===== config.mk =====
export PLATFORM = sky130hd
export DESIGN_NAME = mbit_settle_sync
export DESIGN_NICKNAME = d
export VERILOG_FILES = /design/src/rtl/mbit_settle_sync.sv
export SDC_FILE = /design/constraint.sdc
export NUM_CORES = 1
export LEC_CHECK = 0
export CORE_ASPECT_RATIO = 0.7
export CORE_MARGIN = 2
export CORE_UTILIZATION = 55
export CTS_BUF_LIST = sky130_fd_sc_hd__clkbuf_2 sky130_fd_sc_hd__clkbuf_4 sky130_fd_sc_hd__clkbuf_8
export DETAILED_ROUTE_END_ITERATION = 7
export MAX_ROUTING_LAYER = met4
export PLACE_DENSITY = 0.77
export SYNTH_ARGS = -nofsm -noshare
export SYNTH_HDL_FRONTEND = slang
export SYNTH_SLANG_ARGS = --single-unit

===== constraint.sdc =====
create_clock -name dst_clk -period 3.2 [get_ports dst_clk]
set_input_delay 0.32 -clock dst_clk [delete_from_list [all_inputs] [get_ports dst_clk]]
set_output_delay 0.32 -clock dst_clk [all_outputs]
set_load 0.005 [all_outputs]

===== src/rtl/mbit_settle_sync.sv =====
module mbit_settle_sync #(
  parameter int W = 8
) (
  input  logic         dst_clk,
  input  logic         dst_rst_n,
  input  logic [W-1:0] src_word,
  output logic [W-1:0] out_word,
  output logic         out_strobe
);

  logic [W-1:0] meta_q, sync_q, dly1_q, dly2_q;
  logic         settled, fresh;

  assign settled = (sync_q == dly1_q) && (dly1_q == dly2_q);
  assign fresh   = settled && (sync_q != out_word);

  always_ff @(posedge dst_clk or negedge dst_rst_n) begin
    if (!dst_rst_n) begin
      meta_q <= '0;
      sync_q <= '0;
      dly1_q <= '0;
      dly2_q <= '0;
    end else begin
      meta_q <= src_word;
      sync_q <= meta_q;
      dly1_q <= sync_q;
      dly2_q <= dly1_q;
    end
  end

  always_ff @(posedge dst_clk or negedge dst_rst_n) begin
    if (!dst_rst_n) begin
      out_word   <= '0;
      out_strobe <= 1'b0;
    end else begin
      out_strobe <= fresh;
      if (fresh) out_word <= sync_q;
    end
  end

  p_shift_r2: assert property (@(posedge dst_clk) disable iff (!dst_rst_n)
    dly2_q == $past(dly1_q));

  p_load_agreed_r3: assert property (@(posedge dst_clk) disable iff (!dst_rst_n)
    $changed(out_word) |-> ($past(sync_q) == $past(dly1_q)) &&
                           ($past(dly1_q) == $past(dly2_q)) &&
                           (out_word == $past(sync_q)));

  p_strobe_change_r4: assert property (@(posedge dst_clk) disable iff (!dst_rst_n)
    out_strobe |-> out_word != $past(out_word));

  p_hold_quiet_r4: assert property (@(posedge dst_clk) disable iff (!dst_rst_n)
    !out_strobe |-> $stable(out_word));

  p_single_pulse_r5: assert property (@(posedge dst_clk) disable iff (!dst_rst_n)
    out_strobe |=> !out_strobe);

  always_ff @(posedge dst_clk) begin
    if (!dst_rst_n) begin
      a_reset_r1: assert (out_word == '0 && !out_strobe);
    end
  end

endmodule


# Yosys cells after proc, flatten, opt, wreduce, memory -nomap -nowiden
# Index checks and enable logic that the tools add are counted.
# totals
inputBits	10
output_inout_bits	9
register_bits	41
wordCells	11
# op_classes
n_reduce_logical	2
n_eq_ne	3
# op_table
cell	count
$eq A8 B8 Y1	2
$ne A8 B8 Y1	1
$logic_and A1 B1 Y1	2

# Longest topological paths before layout
# depth
depth_word	3
mapped_depth	5
mapped_depth_nobuf	5

# Worst setup path before layout
# Ideal clock, no wire load.
# synth_timing
path_type	reg-to-reg
startpoint	register sync_q[7]
endpoint	register out_word[0]
period_less_slack_ns	1.518
setup_time_ns	0.125
path_stages_with_launch	6
arrival_ns	1.394
n_path_buf	0
slack_ns	1.682
required_ns	3.075
cell_sequence	dfrtp_1 nor3_1 o22ai_1 nor4_2 o21ai_2 mux2_2
# synth_via
elab_chain_cells	3
elab_cells_between_ends	4
classes_between	eq/ne (2); reduce/logical (2)
# synth_rtl
item	line	text
start, declared	11	logic [W-1:0] meta_q, sync_q, dly1_q, dly2_q;
start signal, assigned	25	sync_q <= meta_q;
$eq A8 B8 Y1	14	assign settled = (sync_q == dly1_q) && (dly1_q == dly2_q);
$logic_and A1 B1 Y1	14	
$logic_and A1 B1 Y1 *	15	assign fresh = settled && (sync_q != out_word);
end signal, assigned	37	if (fresh) out_word <= sync_q;
end, declared	7	output logic [W-1:0] out_word,
# Mark *: on every way between the ends. The rest lies on a longest branch, timed or not.
# A chain may end at the register's enable or synchronous reset.

# Worst setup path after layout
# layout_timing
startpoint	register sync_q[6]
endpoint	register out_word[6]
# layout_via
elab_chain_cells	3
elab_cells_between_ends	4
classes_between	eq/ne (2); reduce/logical (2)
# layout_rtl
item	line
$eq A8 B8 Y1	14
$logic_and A1 B1 Y1	14
$logic_and A1 B1 Y1	15
# Parallel ways exist; a longest one is shown, timed or not.

==> results.md <==
* Max cap viols at 0
* Vias at 704
* Pins Over Slew Limit at 0
* Critical Path Sink: out_word[6]
* P_leak at 0.7259 nW
* Clk pin slew, worst setup/hold paths at 0.11 ns
* Core Rows at 14
* Clock Tree Buf Depth at 2
* Mapped Nets at 92
* Kind of critical path: reg2reg
* Slew HR at 0.4395
* Layout cells sized above 1 at 0.1852
* DRT iter0 DRCs at 25
* Max incr delay on CP at 0.44 ns
* Core Area at 0.002225 mm2
* DP Wirelength at 1.236 mm
* Hold WC Path Type: in2async
* RR Endpoint: out_word[6]
* Wire length of the first global-routing pass at 3.270 mm
* Fillers at 170
* Status: finished clean
* Total track usage at 0.1727
* Clock root cell: clkbuf_4
* Worst reg2reg startpoint: sync_q[6]
* Sequential fraction of the synthesis area at 0.7656
* Drt pass-1 iters at 4
* R2R Setup Slk at 1.48 ns
* Total grt overflow at 0
* Yosys reg bits at 41
* Vias per inst at 5.029
* Worst path arrival time at 1.95 ns
* Avg Inst Size Synth at 16.34 um2
* Number of global-route vias before repair at 707
* Delay-heaviest family, CP: flip-flops
* Mapped Cells at 82
* Total CTS buffers at 5
* Post-synth cell types at 11
* Die Ht at 45.30 um
* Die X at 63.00 um
* Post CTS Setup Buffer Count at 0
* Inst Count DP at 132
* Final cell count without fillers at 140
* Wire per inst at 13.37 um
* Clock tree sinks at 41
* # IOs at 19
* Startpoint Class: flop
* Initial antenna violation count at 0
* Hold Fails Final Rpt at 0
* Final instance area at 0.001610 mm2
* Cell Area, Synth at 0.001340 mm2
* Input/output buffers at 18
* Achievable frequency at 580.8 MHz
* Die area at 0.002853 mm2
* CP Depth at 4
* Max VDD drop at 356.1 uV
* Crit path launch: sync_q[6]
* Synthesis Warnings at 0
* Initial core utilization at 0.6024
* CP Cell Sequence: xnor2_1, nand4_1, o21ai_2, mux2_2
* Setup crit end kind: flop
* Largest net degree at the start of global routing at 42
* CTS resizes at 0
* CTS Hold Bufs at 0
* Layout Skew at 0.009967 ns
* Slowest library cell on the worst path: dfrtp_1
* Minimum clock period at 1.722 ns
* # diodes at 0
* Htree depth at 2
* Worst EP required at 3.43 ns
* Worst skew pair latency at 0.34 ns
* Crit path max fanout at 9
* Crit share post-route at 0.5381
* Cell Area, Placed at 0.001555 mm2
* Final Setup Violations at 0
* Final ANT Viol Nets at 0
* CP Buf/Inv Count at 0
* Layout Nets at 117
* Routability cong. at 0.7434
* Area growth syn-to-layout at 20.17%
* Setup TNS at 0 ns
* Power per cell area at 512.8 mW/mm2
* Drt total wl at 1.872 mm
* Worst-Margin Slew at 0.8408 ns
* Unrepaired setup endpoints after global routing: false
* CTS tree: done
* # DRC at 0
* R2R cell count at 4
routing by layer:
layer | wire (um) | vias to the layer above | track usage
met2 | 840 | 16 | 0.2255
met5 | 0 | - | -
met3 | 100 | 5 | 0.05985
met4 | 36 | 0 | 0.1067
li1 | - | 339 | -
met1 | 895 | 344 | 0.2343
metrics by stage:
step	worst slack (ns)	power (mW)	hold slack [ns]	util
after floorplan	1.682	0.5706	0.02441	-
after global placement	1.560	0.5946	0.3313	0.6991
after detailed placement	1.504	0.5960	0.3347	0.6991
after CTS	1.466	0.8418	0.09228	0.7238
after global routing	1.320	0.8693	0.1274	0.7238
final	1.478	0.8258	0.07161	0.7238
layout make-up:
cell class                      instances  area, um2  share of cell area
Clock buffer                            6      45.04             0.02797
Clock inverter                          2      10.01            0.006216
Inverter                                1      3.754            0.002331
Multi-Input combinational cell         40      310.3              0.1927
Sequential cell                        41       1026              0.6371
Tap cell                               32      40.04             0.02486
Timing Repair Buffer                   18      175.2              0.1088
where the power goes:
| part | switching [mW] | total [mW] | internal (mW) |
|---|---|---|---|
| clock | 0.149 | 0.241 | 0.0922 |
| combinational | 0.0149 | 0.0320 | 0.0172 |
| sequential | 0.0144 | 0.553 | 0.538 |
| total | 0.178 | 0.826 | 0.648 |
registers in the layout (all words and copies together) (netlist names):
name and count:
out_strobe 1, dly2_q 8, dly1_q 8, out_word 8, sync_q 8, meta_q 8
how the worst min path moves through the flow:
stage	from	slack (ns)	depth (start not counted)	end
2_1_floorplan	dst_rst_n	0.02	0	dly1_q[0]
3_3_place_gp	meta_q[7]	0.33	0	sync_q[7]
3_5_place_dp	meta_q[2]	0.33	0	sync_q[2]
4_1_cts	dst_rst_n	0.09	1	dly2_q[3]
5_1_grt	dst_rst_n	0.13	1	meta_q[5]
6_report	dst_rst_n	0.07	1	dly2_q[3]
logic make-up (layout without fill, tap and decap cells):
family,after synthesis,in the layout,share of synthesized area
DFF,41,41,0.7656
and+or+nand+nor,19,19,0.08683
xor gates and xnor gates,8,8,0.05229
muxes,8,8,0.06723
AOI/OAI and AO/OA,5,5,0.02521
buffers and inverters,1,27,0.002798
cell usage after synthesis:
cell      n  area [um2]
inv_1     1       3.750
dfrtp_1  41        1026
o21ai_2   1       8.760
nor3_1    8       40.04
mux2_2    8       90.09
and3_1    7       43.79
o22ai_1   4       25.02
and3_2    1       7.510
xnor2_1   8       70.07
nor4_2    1       12.51
nand4_1   2       12.51
cell usage in the layout, fill, tap and decap left out, drive strengths merged:
master	netlist	routed
nand4	2	2
nor3	8	8
clkinv	0	2
nor4	1	1
o22ai	4	4
mux2	8	8
dfrtp	41	41
inv	1	1
clkbuf	0	6
buf	0	1
o21ai	1	1
clkdlybuf4s50	0	17
xnor2	8	8
and3	8	8
Note: power is estimated with default switching activity, not from simulation.
